**src/rtl/tat_pkg.sv**
```systemverilog
package tat_pkg;
  localparam int WORD_W = 32;

  localparam logic [3:0] A_CTRL    = 4'd0;
  localparam logic [3:0] A_CAP_LO  = 4'd1;
  localparam logic [3:0] A_CAP_HI  = 4'd2;
  localparam logic [3:0] A_CAP_CMD = 4'd3;
  localparam logic [3:0] A_ALM_LO  = 4'd4;
  localparam logic [3:0] A_ALM_HI  = 4'd5;
  localparam logic [3:0] A_RLD_LO  = 4'd6;
  localparam logic [3:0] A_RLD_HI  = 4'd7;
  localparam logic [3:0] A_LOAD    = 4'd8;

  localparam int B_SRC   = 0;
  localparam int B_ARM   = 1;
  localparam int B_AUTO  = 2;
  localparam int B_UP    = 3;
  localparam int B_CLR   = 4;
  localparam int B_DIV   = 15;
  localparam int B_RUN   = 31;
endpackage

```
**src/rtl/tat_prescaler.sv**
```systemverilog
module tat_prescaler #(
  parameter int DIV_W = 16
) (
  input  logic             clk,
  input  logic             rst_n,
  input  logic             en,
  input  logic             clr,
  input  logic [DIV_W-1:0] divisor,
  output logic             tick
);
  logic [DIV_W-1:0] cnt_q;
  logic [DIV_W-1:0] lim;

  // divisor 0 wraps to all-ones, giving a 2^DIV_W period
  assign lim  = divisor - 1'b1;
  assign tick = en && !clr && (cnt_q >= lim);

  always_ff @(posedge clk or negedge rst_n) begin
    if (!rst_n)      cnt_q <= '0;
    else if (clr)    cnt_q <= '0;
    else if (tick)   cnt_q <= '0;
    else if (en)     cnt_q <= cnt_q + 1'b1;
  end

  AST_TICK_SPACING: assert property (@(posedge clk) disable iff (!rst_n)
    (tick && lim != '0) |=> (!tick || lim == '0));

  AST_CLEAR_DIV: assert property (@(posedge clk) disable iff (!rst_n)
    clr |=> (cnt_q == '0));
endmodule

```
**src/rtl/tat_counter.sv**
```systemverilog
module tat_counter #(
  parameter int CNT_W = 54
) (
  input  logic             clk,
  input  logic             rst_n,
  input  logic             tick_i,
  input  logic             up_i,
  input  logic             auto_i,
  input  logic             arm_i,
  input  logic             load_i,
  input  logic [CNT_W-1:0] alarm_i,
  input  logic [CNT_W-1:0] reload_i,
  output logic [CNT_W-1:0] cnt_o,
  output logic             hit_o,
  output logic             alarm_o
);
  logic [CNT_W-1:0] cnt_q;
  logic [CNT_W-1:0] nxt;

  assign nxt   = up_i ? cnt_q + 1'b1 : cnt_q - 1'b1;
  assign hit_o = tick_i && !load_i && arm_i && (nxt == alarm_i);
  assign cnt_o = cnt_q;

  always_ff @(posedge clk or negedge rst_n) begin
    if (!rst_n) begin
      cnt_q   <= '0;
      alarm_o <= 1'b0;
    end else begin
      alarm_o <= hit_o;
      if (load_i)                cnt_q <= reload_i;
      else if (hit_o && auto_i)  cnt_q <= reload_i;
      else if (tick_i)           cnt_q <= nxt;
    end
  end

  AST_SW_LOAD: assert property (@(posedge clk) disable iff (!rst_n)
    load_i |=> (cnt_q == $past(reload_i)));

  AST_HOLD_IDLE: assert property (@(posedge clk) disable iff (!rst_n)
    (!tick_i && !load_i) |=> $stable(cnt_q));

  AST_RELOAD_ON_ALARM: assert property (@(posedge clk) disable iff (!rst_n)
    (hit_o && auto_i) |=> (cnt_q == $past(reload_i)));

  AST_PULSE_ONE: assert property (@(posedge clk) disable iff (!rst_n)
    (alarm_o && !arm_i) |=> !alarm_o);
endmodule

```
**src/rtl/tat_regs.sv**
```systemverilog
module tat_regs
  import tat_pkg::*;
#(
  parameter int CNT_W = 54,
  parameter int DIV_W = 16
) (
  input  logic              clk,
  input  logic              rst_n,
  input  logic              wr_en,
  input  logic [3:0]        wr_addr,
  input  logic [WORD_W-1:0] wr_data,
  input  logic [3:0]        rd_addr,
  output logic [WORD_W-1:0] rd_data,
  input  logic [CNT_W-1:0]  cnt_i,
  input  logic              hit_i,
  output logic              run_o,
  output logic              up_o,
  output logic              auto_o,
  output logic              arm_o,
  output logic              div_clr_o,
  output logic              load_o,
  output logic [DIV_W-1:0]  div_o,
  output logic [CNT_W-1:0]  alarm_o,
  output logic [CNT_W-1:0]  reload_o
);
  localparam int HI_W  = CNT_W - WORD_W;
  localparam int PAD_W = WORD_W - HI_W;

  logic             src_q;
  logic [CNT_W-1:0] snap_q;
  logic             ctrl_wr, snap_wr;
  logic [WORD_W-1:0] ctrl_rd;

  assign ctrl_wr   = wr_en && (wr_addr == A_CTRL);
  assign snap_wr   = wr_en && (wr_addr == A_CAP_CMD);
  assign load_o    = wr_en && (wr_addr == A_LOAD);
  assign div_clr_o = ctrl_wr && wr_data[B_CLR];

  always_ff @(posedge clk or negedge rst_n) begin
    if (!rst_n) begin
      run_o    <= 1'b0;
      up_o     <= 1'b1;
      auto_o   <= 1'b1;
      arm_o    <= 1'b0;
      src_q    <= 1'b0;
      div_o    <= DIV_W'(1);
      alarm_o  <= '0;
      reload_o <= '0;
      snap_q   <= '0;
    end else begin
      if (ctrl_wr) begin
        run_o  <= wr_data[B_RUN];
        up_o   <= wr_data[B_UP];
        auto_o <= wr_data[B_AUTO];
        arm_o  <= wr_data[B_ARM];
        src_q  <= wr_data[B_SRC];
        div_o  <= wr_data[B_DIV +: DIV_W];
      end else if (hit_i) begin
        arm_o  <= 1'b0;
      end
      if (snap_wr) snap_q <= cnt_i;
      if (wr_en) begin
        case (wr_addr)
          A_ALM_LO: alarm_o[WORD_W-1:0]      <= wr_data;
          A_ALM_HI: alarm_o[CNT_W-1:WORD_W]  <= wr_data[HI_W-1:0];
          A_RLD_LO: reload_o[WORD_W-1:0]     <= wr_data;
          A_RLD_HI: reload_o[CNT_W-1:WORD_W] <= wr_data[HI_W-1:0];
          default: ;
        endcase
      end
    end
  end

  always_comb begin
    ctrl_rd        = '0;
    ctrl_rd[B_RUN] = run_o;
    ctrl_rd[B_DIV +: DIV_W] = div_o;
    ctrl_rd[B_UP]  = up_o;
    ctrl_rd[B_AUTO] = auto_o;
    ctrl_rd[B_ARM] = arm_o;
    ctrl_rd[B_SRC] = src_q;
  end

  always_comb begin
    case (rd_addr)
      A_CTRL:   rd_data = ctrl_rd;
      A_CAP_LO: rd_data = snap_q[WORD_W-1:0];
      A_CAP_HI: rd_data = {{PAD_W{1'b0}}, snap_q[CNT_W-1:WORD_W]};
      A_ALM_LO: rd_data = alarm_o[WORD_W-1:0];
      A_ALM_HI: rd_data = {{PAD_W{1'b0}}, alarm_o[CNT_W-1:WORD_W]};
      A_RLD_LO: rd_data = reload_o[WORD_W-1:0];
      A_RLD_HI: rd_data = {{PAD_W{1'b0}}, reload_o[CNT_W-1:WORD_W]};
      default:  rd_data = '0;
    endcase
  end

  AST_SNAP_CAPTURE: assert property (@(posedge clk) disable iff (!rst_n)
    snap_wr |=> (snap_q == $past(cnt_i)));

  AST_ARM_SELF_CLEAR: assert property (@(posedge clk) disable iff (!rst_n)
    (hit_i && !ctrl_wr) |=> !arm_o);
endmodule

```
**src/rtl/tick_alarm_timer.sv**
```systemverilog
module tick_alarm_timer
  import tat_pkg::*;
#(
  parameter int CNT_W = 54,
  parameter int DIV_W = 16
) (
  input  logic        clk,
  input  logic        rst_n,
  input  logic        wr_en,
  input  logic [3:0]  wr_addr,
  input  logic [31:0] wr_data,
  input  logic [3:0]  rd_addr,
  output logic [31:0] rd_data,
  output logic        alarm_pulse
);
  logic             run, up, auto_rl, arm, div_clr, load, tick, hit;
  logic [DIV_W-1:0] divisor;
  logic [CNT_W-1:0] alarm_val, reload_val, cnt;

  tat_regs #(.CNT_W(CNT_W), .DIV_W(DIV_W)) u_regs (
    .clk(clk), .rst_n(rst_n), .wr_en(wr_en), .wr_addr(wr_addr),
    .wr_data(wr_data), .rd_addr(rd_addr), .rd_data(rd_data),
    .cnt_i(cnt), .hit_i(hit), .run_o(run), .up_o(up), .auto_o(auto_rl),
    .arm_o(arm), .div_clr_o(div_clr), .load_o(load), .div_o(divisor),
    .alarm_o(alarm_val), .reload_o(reload_val)
  );

  tat_prescaler #(.DIV_W(DIV_W)) u_pre (
    .clk(clk), .rst_n(rst_n), .en(run), .clr(div_clr),
    .divisor(divisor), .tick(tick)
  );

  tat_counter #(.CNT_W(CNT_W)) u_cnt (
    .clk(clk), .rst_n(rst_n), .tick_i(tick), .up_i(up), .auto_i(auto_rl),
    .arm_i(arm), .load_i(load), .alarm_i(alarm_val), .reload_i(reload_val),
    .cnt_o(cnt), .hit_o(hit), .alarm_o(alarm_pulse)
  );
endmodule

```
**config.mk**
```make
export PLATFORM = sky130hd
export DESIGN_NAME = tick_alarm_timer
export DESIGN_NICKNAME = d
export VERILOG_FILES = /design/src/rtl/tat_pkg.sv /design/src/rtl/tat_prescaler.sv /design/src/rtl/tat_counter.sv /design/src/rtl/tat_regs.sv /design/src/rtl/tick_alarm_timer.sv
export SDC_FILE = /design/constraint.sdc
export NUM_CORES = 1
export LEC_CHECK = 0
export ABC_AREA = 1
export BUFFER_PORTS_ARGS = -buffer_cell sky130_fd_sc_hd__clkbuf_2
export CAP_MARGIN = 5
export CORE_UTILIZATION = 54
export DETAILED_ROUTE_END_ITERATION = 6
export PLACE_DENSITY = 0.69
export SKIP_CTS_REPAIR_TIMING = 1
export SLEW_MARGIN = 20
export SYNTH_ARGS = -nofsm -noshare
export SYNTH_HDL_FRONTEND = slang
export SYNTH_SLANG_ARGS = --single-unit
```
**constraint.sdc**
```tcl
create_clock -name clk -period 4.95 [get_ports clk]
set_clock_uncertainty 0.05 [all_clocks]
set_input_delay 0.2475 -clock clk [delete_from_list [all_inputs] [get_ports clk]]
set_output_delay 0.2475 -clock clk [all_outputs]
set_load 0.02 [all_outputs]
```
==> results of run 1 <==
-- metrics by stage --
stage / hold WS (ns) / instances / setup slack (ns) / cell area (um2)
3_5_place_dp: 0.314 / 3374 / 0.447 / 19800
5_1_grt: 0.00313 / 3443 / 0.00694 / 21000
3_3_place_gp: 0.294 / 3374 / 0.606 / 19800
6_report: -0.0361 / 3443 / 0.386 / 21000
2_1_floorplan: -0.0981 / 2880 / 1.06 / 18800
4_1_cts: -0.289 / 3425 / 0.391 / 20800
-- report_power, final --
group,internal (mW),switching (mW),leakage (nW)
clock network,1.26,0.911,0.470
logic,2.81,6.08,7.80
registers,2.76,0.786,3.21
-- worst paths after layout --
kind,endpoint,slack (ns),cells after the start
worst max register to register,u_cnt.cnt_o[38],0.39,22
max in group asynchronous,u_pre.cnt_q[15],3.32,3
worst min register to register,u_regs.reload_o[29],0.43,2
worst max-delay path,u_cnt.cnt_o[38],0.39,22
min in group asynchronous,u_regs.alarm_o[7],0.28,2
worst min-delay path,u_regs.div_o[0],-0.04,3
-- kinds of logic (layout without fill, tap and decap cells) --
group | after synthesis | count (layout) | synth area share [%]
buffers and inverters | 550 | 658 | 11.3
DFF | 254 | 254 | 33.8
and+or+nand+nor | 1641 | 1641 | 36.8
muxes | 54 | 54 | 3.23
AOI/OAI and AO/OA | 281 | 281 | 8.62
xor gates and xnor gates | 29 | 29 | 1.43
adders and majority gates | 71 | 71 | 4.76
-- cell type report --
class | count | area, um2 | share of cell area, %
Clock buffer | 40 | 816 | 3.89
Clock inverter | 11 | 144 | 0.686
Sequential cell | 254 | 6360 | 30.3
Inverter | 465 | 1750 | 8.32
Tap cell | 455 | 569 | 2.71
Timing Repair Buffer | 142 | 983 | 4.69
Multi-Input combinational cell | 2076 | 10400 | 49.4
-- registers in the layout, indices dropped and copies added, names as in the netlist --
name,cells
u_cnt.alarm_o,1
u_cnt.cnt_o,54
u_pre.cnt_q,16
u_regs.alarm_o,54
u_regs.arm_o,1
u_regs.auto_o,1
u_regs.div_o,16
u_regs.reload_o,54
u_regs.run_o,1
u_regs.snap_q,54
u_regs.src_q,1
u_regs.up_o,1
-- per-layer routing --
layer	vias to the layer above	GRT usage, %	part of all wire, %
met5	-	0	0
met4	0	13.4	3.7
met3	144	6.71	11
met2	1059	57.7	41
met1	9620	61.0	44
li1	9424	-	-
-- critical path: stages (launching register included) --
cell and delay (ns):
sky130_fd_sc_hd__dfstp_2 0.54, sky130_fd_sc_hd__inv_2 0.13, sky130_fd_sc_hd__buf_12 0.21, sky130_fd_sc_hd__ha_1 0.44, sky130_fd_sc_hd__nand2_1 0.15, sky130_fd_sc_hd__nor2_1 0.27
sky130_fd_sc_hd__nand2_1 0.17, sky130_fd_sc_hd__clkinv_1 0.09, sky130_fd_sc_hd__nand4_1 0.21, sky130_fd_sc_hd__nand3_1 0.32, sky130_fd_sc_hd__nand2_1 0.19, sky130_fd_sc_hd__nand2_1 0.13
sky130_fd_sc_hd__nand2_1 0.07, sky130_fd_sc_hd__nand3_1 0.16, sky130_fd_sc_hd__nand4_1 0.18, sky130_fd_sc_hd__nor2_1 0.15, sky130_fd_sc_hd__nand2_1 0.11, sky130_fd_sc_hd__nor2_4 0.16
sky130_fd_sc_hd__nand3_4 0.11, sky130_fd_sc_hd__buf_4 0.30, sky130_fd_sc_hd__nand3_1 0.14, sky130_fd_sc_hd__nand2_1 0.08, sky130_fd_sc_hd__nand2_1 0.05
-- synthesized netlist by cell type (2+ instances only) --
cell type | n | share of area [%]
sky130_fd_sc_hd__a21oi_1 | 52 | 1.4
sky130_fd_sc_hd__a221oi_1 | 25 | 1.2
sky130_fd_sc_hd__and2_1 | 5 | 0.17
sky130_fd_sc_hd__and3_1 | 2 | 0.066
sky130_fd_sc_hd__buf_1 | 6 | 0.12
sky130_fd_sc_hd__buf_2 | 5 | 0.13
sky130_fd_sc_hd__buf_4 | 3 | 0.12
sky130_fd_sc_hd__buf_6 | 5 | 0.30
sky130_fd_sc_hd__clkbuf_1 | 65 | 1.3
sky130_fd_sc_hd__clkinv_1 | 3 | 0.060
sky130_fd_sc_hd__dfrtp_1 | 251 | 33
sky130_fd_sc_hd__dfstp_2 | 3 | 0.42
sky130_fd_sc_hd__ha_1 | 70 | 4.7
sky130_fd_sc_hd__inv_1 | 457 | 9.1
sky130_fd_sc_hd__inv_2 | 5 | 0.10
sky130_fd_sc_hd__mux2_2 | 54 | 3.2
sky130_fd_sc_hd__nand2_1 | 1037 | 21
sky130_fd_sc_hd__nand2_2 | 6 | 0.20
sky130_fd_sc_hd__nand3_1 | 285 | 7.6
sky130_fd_sc_hd__nand3b_1 | 15 | 0.60
sky130_fd_sc_hd__nand4_1 | 91 | 3.0
sky130_fd_sc_hd__nor2_1 | 160 | 3.2
sky130_fd_sc_hd__nor2_2 | 6 | 0.20
sky130_fd_sc_hd__nor3_1 | 20 | 0.53
sky130_fd_sc_hd__nor3b_1 | 2 | 0.080
sky130_fd_sc_hd__nor4_1 | 5 | 0.17
sky130_fd_sc_hd__o2111ai_1 | 14 | 0.65
sky130_fd_sc_hd__o211ai_1 | 2 | 0.080
sky130_fd_sc_hd__o21ai_0 | 143 | 3.8
sky130_fd_sc_hd__o21bai_1 | 5 | 0.20
sky130_fd_sc_hd__o22ai_1 | 38 | 1.3
sky130_fd_sc_hd__or2_2 | 2 | 0.066
sky130_fd_sc_hd__xnor2_1 | 5 | 0.23
sky130_fd_sc_hd__xor2_1 | 23 | 1.1
-- layout by cell type, fill, tap and decap left out, types with 5 or more instances in the layout --
| cell | synthesis | final |
|---|---|---|
| sky130_fd_sc_hd__nand2_1 | 1037 | 1035 |
| sky130_fd_sc_hd__inv_1 | 457 | 455 |
| sky130_fd_sc_hd__nand3_1 | 285 | 283 |
| sky130_fd_sc_hd__dfrtp_1 | 251 | 251 |
| sky130_fd_sc_hd__nor2_1 | 160 | 160 |
| sky130_fd_sc_hd__o21ai_0 | 143 | 143 |
| sky130_fd_sc_hd__nand4_1 | 91 | 91 |
| sky130_fd_sc_hd__clkbuf_2 | 0 | 74 |
| sky130_fd_sc_hd__ha_1 | 70 | 70 |
| sky130_fd_sc_hd__mux2_2 | 54 | 54 |
| sky130_fd_sc_hd__a21oi_1 | 52 | 52 |
| sky130_fd_sc_hd__buf_4 | 3 | 45 |
| sky130_fd_sc_hd__o22ai_1 | 38 | 38 |
| sky130_fd_sc_hd__clkbuf_16 | 0 | 28 |
| sky130_fd_sc_hd__a221oi_1 | 25 | 25 |
| sky130_fd_sc_hd__xor2_1 | 23 | 23 |
| sky130_fd_sc_hd__nor3_1 | 20 | 20 |
| sky130_fd_sc_hd__dlygate4sd3_1 | 0 | 18 |
| sky130_fd_sc_hd__nand3b_1 | 15 | 15 |
| sky130_fd_sc_hd__o2111ai_1 | 14 | 14 |
| sky130_fd_sc_hd__nand2_2 | 6 | 8 |
| sky130_fd_sc_hd__inv_2 | 5 | 7 |
| sky130_fd_sc_hd__clkbuf_8 | 0 | 7 |
| sky130_fd_sc_hd__nor2_2 | 6 | 6 |
| sky130_fd_sc_hd__xnor2_1 | 5 | 5 |
| sky130_fd_sc_hd__o21bai_1 | 5 | 5 |
| sky130_fd_sc_hd__and2_1 | 5 | 5 |
| sky130_fd_sc_hd__clkbuf_1 | 65 | 5 |
==> impl_metrics.sql, run 1 <==
INSERT INTO impl_metrics (metric_group, metric, value, unit) VALUES
('die', 'placementRows', '68', ''),
('logic_synthesis', 'synthArstFlopShare', '100', '%'),
('sta', 'finalSetupViolCount', '0', ''),
('power_and_ir_drop', 'p_total', '14.6', 'mW'),
('final_layout', 'drive_above_1_share', '8.60', '%'),
('sta', 'worst_hold_slack', '-0.0361', 'ns'),
('grt', 'first_global_vias', '18400', ''),
('detailed_routing', 'detail_route.iter0.violations', '2630', ''),
('place', 'gp_congestion', '1.19', ''),
('detailed_routing', 'routed_wirelength', '72200', 'um'),
('worst_setup_path', 'crit-reg2reg-launch', 'u_regs.up_o', ''),
('worst_setup_path', 'critPathRequiredTime', '5.40', 'ns'),
('logic_synthesis', 'number_of_flops_mapped_to_enable_cells_by_yosys', '0', ''),
('sta', 'setup_tns', '0', 'ns'),
('sta', 'layout_worst_path_cycle_share', '92.2', '%'),
('grt', 'globalRoute.totalOverflow', '0', ''),
('sta', 'slew-limit-headroom', '21.0', '%'),
('die', 'boundaryPins', '76', ''),
('job', 'max_cap_viol_count', '0', ''),
('status', 'status', 'finished, violations left', ''),
('worst_setup_path', 'timing.critical_path.arrival', '5.01', 'ns'),
('place', 'count_of_input_and_output_buffers', '75', ''),
('status', 'violations_in_the_final_reports', 'hold timing', ''),
('detailed_routing', 'dr_total_vias', '20200', ''),
('final_layout', 'filler_cell_count', '3368', ''),
('clocking', 'worstSkewPairLatency', '0.60', 'ns'),
('detailed_routing', 'dr.pass1.iters', '6', ''),
('grt', 'globalRouteTotalUtil', '40.3', '%'),
('sta', 'drv_slew', '0', ''),
('logic_synthesis', 'ys_warn_count', '0', ''),
('logic_synthesis', 'synth-seq-cells', '254', ''),
('detailed_routing', 'remaining_antenna_violation_count', '0', ''),
('power_and_ir_drop', 'static-leakage-power', '11.5', 'nW'),
('clocking', 'ctsHtreeMaxLevel', '1', ''),
('die', 'start_util', '54.6', '%'),
('sta', 'slew_at_the_pin_closest_to_its_max_slew_limit', '1.19', 'ns'),
('clocking', 'cts_made_buffers', '28', ''),
('grt', 'grt_pass1_wl', '109000', 'um'),
('grt', 'antenna_violations_before_repair', '0', ''),
('logic_synthesis', 'synthCells', '2880', ''),
('logic_synthesis', 'synth_nets', '2994', ''),
('place', 'detailedPlacementHpwl', '56900', 'um'),
('clocking', 'cts_clock_pin_slew_for_the_worst_setup_and_hold_paths', '0.06', 'ns'),
('final_layout', 'antenna_cells_inserted', '0', ''),
('logic_synthesis', 'synth_area', '18800', 'um2'),
('logic_synthesis', 'netlist-cell-type-count', '44', ''),
('clocking', 'clockRootBuffer', 'sky130_fd_sc_hd__clkbuf_16', ''),
('logic_synthesis', 'dominantRegCellSynth', 'sky130_fd_sc_hd__dfrtp_1', ''),
('power_and_ir_drop', 'power-per-cell-area', '696', 'nW/um2'),
('final_layout', 'fin_util', '60.9', '%'),
('die', 'chipHeight', '189', 'um'),
('final_layout', 'final_net_count', '3081', ''),
('worst_setup_path', 'crit_path_end_kind', 'register', ''),
('worst_setup_path', 'setup.worst_path.start_class', 'register', ''),
('sta', 'finalHoldViolCount', '12', ''),
('worst_hold_path', 'holdCritPathClass', 'input port to register', ''),
('detailed_routing', 'remaining_drc_errors', '0', ''),
('detailed_routing', 'vias_per_cell', '5.88', ''),
('grt', 'grt_start_max_net_pins', '106', ''),
('logic_synthesis', 'synthesis.area_per_instance', '6.54', 'um2'),
('worst_hold_path', 'worstHoldStart', 'wr_data[15]', ''),
('clocking', 'tritoncts_clock_tree', 'built', ''),
('die', 'die_footprint', '35600', 'um2'),
('power_and_ir_drop', 'worst_vdd_rail_ir_drop', '0.393', 'mV'),
('logic_synthesis', 'synth.yosys.seq_area_share', '33.8', '%'),
('worst_setup_path', 'worstSetupStartpoint', 'u_regs.up_o', ''),
('sta', 'grt_setup_unrepaired', 'false', ''),
('clocking', 'tritoncts_num_sinks', '254', ''),
('sta', 'final_critical_path_required_period', '4.56', 'ns'),
('worst_setup_path', 'worstSetupPathType', 'register to register', ''),
('sta', 'fmax', '0.219', 'GHz'),
('worst_setup_path', 'critical_path_peak_fanout', '46', ''),
('die', 'core_footprint', '34500', 'um2'),
('detailed_routing', 'detail_route.wl_per_cell', '21.0', 'um'),
('clocking', 'clockBufferDepth', '3', ''),
('die', 'floorplan.die.width', '189', 'um'),
('final_layout', 'syn_to_final_growth', '11.5', '%');
No activity file was read; power rests on OpenSTA's default activity.
==> inputs of run 2 (changes only) <==
ABC_AREA = default   (was 1)
BUFFER_PORTS_ARGS = default   (was -buffer_cell sky130_fd_sc_hd__clkbuf_2)
DONT_BUFFER_PORTS = 1   (was default)
PLACE_DENSITY = 0.67   (was 0.69)
clock period = 5.6 ns   (was 4.95 ns; I/O delays follow)
==> run 2 against run 1 <==
  * The flow still finishes with violations (hold timing)
  * Power decreased by 55%
  * Clock power down 12%
  * Setup slack lost 0.12 ns
  * Sequential cell count stayed put
  * Die area grew 1.8%
  * Global-route usage increased by 0.55 points
  * Area after synthesis grew 1.8%
  * Final area grew 3.0%
  * Largest cell class unchanged
  * Highest routed layer unchanged
==> impl_metrics.sql, run 2 <==
INSERT INTO impl_metrics (metric_group, metric, value, unit) VALUES
('logic_synthesis', 'synthCells', '2161', ''),
('power_and_ir_drop', 'power-per-cell-area', '305', 'nW/um2'),
('logic_synthesis', 'synthArstFlopShare', '100', '%'),
('place', 'gp_congestion', '1.08', ''),
('clocking', 'worstSkewPairLatency', '0.58', 'ns'),
('detailed_routing', 'routed_wirelength', '74900', 'um'),
('power_and_ir_drop', 'cell_int_power', '4.14', 'mW'),
('final_layout', 'fin_util', '62.2', '%'),
('clocking', 'cts_made_buffers', '27', ''),
('final_layout', 'syn_to_final_growth', '12.8', '%'),
('die', 'start_util', '55.2', '%'),
('sta', 'fmax', '0.188', 'GHz'),
('detailed_routing', 'dr_total_vias', '18700', ''),
('logic_synthesis', 'ys_warn_count', '0', ''),
('final_layout', 'filler_cell_count', '2982', ''),
('detailed_routing', 'dr.pass1.iters', '6', ''),
('grt', 'antenna_violations_before_repair', '0', ''),
('sta', 'final_critical_path_required_period', '5.33', 'ns'),
('detailed_routing', 'remaining_drc_errors', '0', ''),
('sta', 'finalHoldViolCount', '254', ''),
('detailed_routing', 'detail_route.iter0.violations', '2090', ''),
('logic_synthesis', 'synthesis.area_per_instance', '8.86', 'um2'),
('sta', 'drv_slew', '0', ''),
('sta', 'slew-limit-headroom', '19.3', '%'),
('worst_setup_path', 'worstSetupPathType', 'register to register', ''),
('logic_synthesis', 'netlist.area_leader.share', '32.8', '%'),
('worst_setup_path', 'crit_path_end_kind', 'register', ''),
('grt', 'globalRoute.totalOverflow', '0', ''),
('status', 'violations_in_the_final_reports', 'hold timing', ''),
('power_and_ir_drop', 'static-leakage-power', '9.51', 'nW'),
('place', 'count_of_input_and_output_buffers', '0', ''),
('power_and_ir_drop', 'worst_vdd_rail_ir_drop', '0.311', 'mV'),
('worst_setup_path', 'timing.critical_path.arrival', '5.76', 'ns'),
('clocking', 'tritoncts_num_sinks', '254', ''),
('final_layout', 'layout_common_cells', 'sky130_fd_sc_hd__nand2_1, sky130_fd_sc_hd__dfrtp_1, sky130_fd_sc_hd__mux2_2, sky130_fd_sc_hd__a21oi_1, sky130_fd_sc_hd__buf_4', ''),
('die', 'core_footprint', '34700', 'um2'),
('logic_synthesis', 'number_of_flops_mapped_to_enable_cells_by_yosys', '0', ''),
('sta', 'setup_tns', '0', 'ns'),
('worst_setup_path', 'critical_path_peak_fanout', '5', ''),
('logic_synthesis', 'synth.most_common_cell', 'sky130_fd_sc_hd__nand2_1', ''),
('grt', 'globalRouteTotalUtil', '40.8', '%'),
('grt', 'grt_start_max_net_pins', '255', ''),
('sta', 'finalSetupViolCount', '0', ''),
('final_layout', 'layout.cells.most_common', 'sky130_fd_sc_hd__nand2_1', ''),
('place', 'detailedPlacementHpwl', '56700', 'um'),
('sta', 'layout_worst_path_cycle_share', '95.2', '%'),
('power_and_ir_drop', 'clock_network_fraction_of_design_power', '28.8', '%'),
('grt', 'grt_pass1_wl', '111000', 'um'),
('logic_synthesis', 'synth.top_cells.by_area', 'sky130_fd_sc_hd__dfrtp_1, sky130_fd_sc_hd__mux2_2, sky130_fd_sc_hd__nand2_1', ''),
('clocking', 'ctsHtreeMaxLevel', '1', ''),
('worst_hold_path', 'holdCritPathClass', 'input port to asynchronous set/reset pin', ''),
('worst_setup_path', 'setup.worst_path.start_class', 'register', ''),
('final_layout', 'final_net_count', '2317', ''),
('logic_synthesis', 'synth.yosys.seq_area_share', '33.2', '%'),
('logic_synthesis', 'dominantRegCellSynth', 'sky130_fd_sc_hd__dfrtp_1', ''),
('logic_synthesis', 'netlist.top_cell.by_area', 'sky130_fd_sc_hd__dfrtp_1', ''),
('grt', 'first_global_vias', '17600', ''),
('power_and_ir_drop', 'power.share.switching', '37.1', '%'),
('detailed_routing', 'detail_route.wl_per_cell', '28.0', 'um'),
('sta', 'slew_at_the_pin_closest_to_its_max_slew_limit', '1.21', 'ns'),
('sta', 'worst_hold_slack', '-0.629', 'ns'),
('die', 'floorplan.die.width', '190', 'um'),
('job', 'max_cap_viol_count', '0', ''),
('detailed_routing', 'remaining_antenna_violation_count', '0', ''),
('logic_synthesis', 'netlist_top_cells_count', 'sky130_fd_sc_hd__nand2_1, sky130_fd_sc_hd__dfrtp_1, sky130_fd_sc_hd__mux2_2', ''),
('die', 'die_footprint', '36200', 'um2'),
('final_layout', 'antenna_cells_inserted', '0', ''),
('clocking', 'cts_clock_pin_slew_for_the_worst_setup_and_hold_paths', '0.07', 'ns'),
('detailed_routing', 'vias_per_cell', '6.98', ''),
('die', 'placementRows', '68', ''),
('logic_synthesis', 'synth_nets', '2275', ''),
('power_and_ir_drop', 'power_switching', '2.44', 'mW'),
('sta', 'grt_setup_unrepaired', 'false', ''),
('logic_synthesis', 'netlist-cell-type-count', '85', ''),
('clocking', 'clockRootBuffer', 'sky130_fd_sc_hd__clkbuf_16', ''),
('clocking', 'tritoncts_clock_tree', 'built', ''),
('power_and_ir_drop', 'share_seq_of_total_power', '37.3', '%'),
('status', 'status', 'finished, violations left', ''),
('final_layout', 'drive_above_1_share', '18.1', '%'),
('clocking', 'clockBufferDepth', '3', ''),
('logic_synthesis', 'synth_area', '19200', 'um2'),
('die', 'boundaryPins', '76', ''),
('worst_setup_path', 'critPathRequiredTime', '6.03', 'ns'),
('logic_synthesis', 'synth-seq-cells', '254', ''),
('power_and_ir_drop', 'combinationalPowerShare', '33.9', '%'),
('die', 'chipHeight', '190', 'um');
[run 2: cell types whose count changed in the layout (fill, tap and decap cells not counted), sizes merged, moves of 52 or more]
cell and change:
clkbuf -78, a22oi +78, a21oi +103, o221ai +52
nand3 -221, buf +89, inv -440, nand2 -773
nor2 -57, mux2 +106
[run 2: per-stage QoR]
| step | setup WS [ns] | std cells | instance area, um2 | total power, mW |
|---|---|---|---|---|
| 4_1_cts | 0.218 | 2646 | 21300 | 6.48 |
| 6_report | 0.269 | 2678 | 21600 | 6.58 |
| 3_5_place_dp | 0.254 | 2597 | 20300 | 4.59 |
| 5_1_grt | 0.0411 | 2678 | 21600 | 6.82 |
| 3_3_place_gp | 0.221 | 2597 | 20300 | 4.56 |
| 2_1_floorplan | 0.683 | 2161 | 19200 | 3.81 |
[run 2: area by class of cell]
| cell class | instances | area (um2) | share of cell area (%) |
|---|---|---|---|
| clock buffers | 36 | 790 | 3.66 |
| clock inverters | 13 | 146 | 0.678 |
| well taps | 455 | 569 | 2.64 |
| inverters | 22 | 82.6 | 0.382 |
| repair buffers | 171 | 1500 | 6.95 |
| multi-input cells | 1727 | 12100 | 56.3 |
| flip-flops and latches | 254 | 6360 | 29.4 |
[run 2: kinds of logic after synthesis]
family	after synthesis	share of synthesized area [%]
muxes	192	11.1
DFF	254	33.2
and+or+nand+nor	789	20.6
AOI/OAI and AO/OA	560	19.8
buffers and inverters	180	3.90
xor gates and xnor gates	115	6.81
adders and majority gates	71	4.68
[run 2: worst paths after layout]
check	from	to	slack [ns]	depth (start not counted)
max	u_regs.div_o[9]	u_cnt.cnt_o[2]	0.27	17
min	rst_n	u_regs.reload_o[24]	-0.63	0
max reg2reg	u_regs.div_o[9]	u_cnt.cnt_o[2]	0.27	17
min reg2reg	u_pre.cnt_q[15]	u_pre.cnt_q[15]	0.45	1
max in group asynchronous	rst_n	u_regs.reload_o[9]	5.36	0
min in group clk	wr_data[4]	u_pre.cnt_q[0]	0.05	3
[run 2: power by group through the flow]
stage	logic [mW]	registers, mW	clock network (mW)
5_1_grt	2.37	2.47	1.97
4_1_cts	2.14	2.44	1.90
3_3_place_gp	2.11	2.45	0
3_5_place_dp	2.12	2.46	0
6_report	2.23	2.46	1.90
2_1_floorplan	1.54	2.27	0
[run 2: metal layers]
metal	global-route usage [%]	wire length, um	vias to the layer above
li1	-	-	8200
met1	53.1	29900	9216
met2	65.7	34400	1061
met3	6.99	6430	213
met4	19.9	4150	0
met5	0	0	-
[run 2: critical path: stages (launching register included)]
cell and delay, ns:
sky130_fd_sc_hd__dfrtp_1 0.45, sky130_fd_sc_hd__or4_1 0.61, sky130_fd_sc_hd__nor2_1 0.18, sky130_fd_sc_hd__nor4bb_1 0.38, sky130_fd_sc_hd__xnor2_1 0.11, sky130_fd_sc_hd__ha_1 0.29, sky130_fd_sc_hd__nand4_1 0.10, sky130_fd_sc_hd__o21ai_0 0.33
sky130_fd_sc_hd__o211ai_1 0.30, sky130_fd_sc_hd__nor4_1 0.30, sky130_fd_sc_hd__o2111ai_1 0.15, sky130_fd_sc_hd__a2111oi_1 0.43, sky130_fd_sc_hd__nand4b_1 0.25, sky130_fd_sc_hd__buf_4 0.21, sky130_fd_sc_hd__nand4bb_2 0.26, sky130_fd_sc_hd__buf_4 0.22
sky130_fd_sc_hd__or4_1 0.51, sky130_fd_sc_hd__o311ai_1 0.10
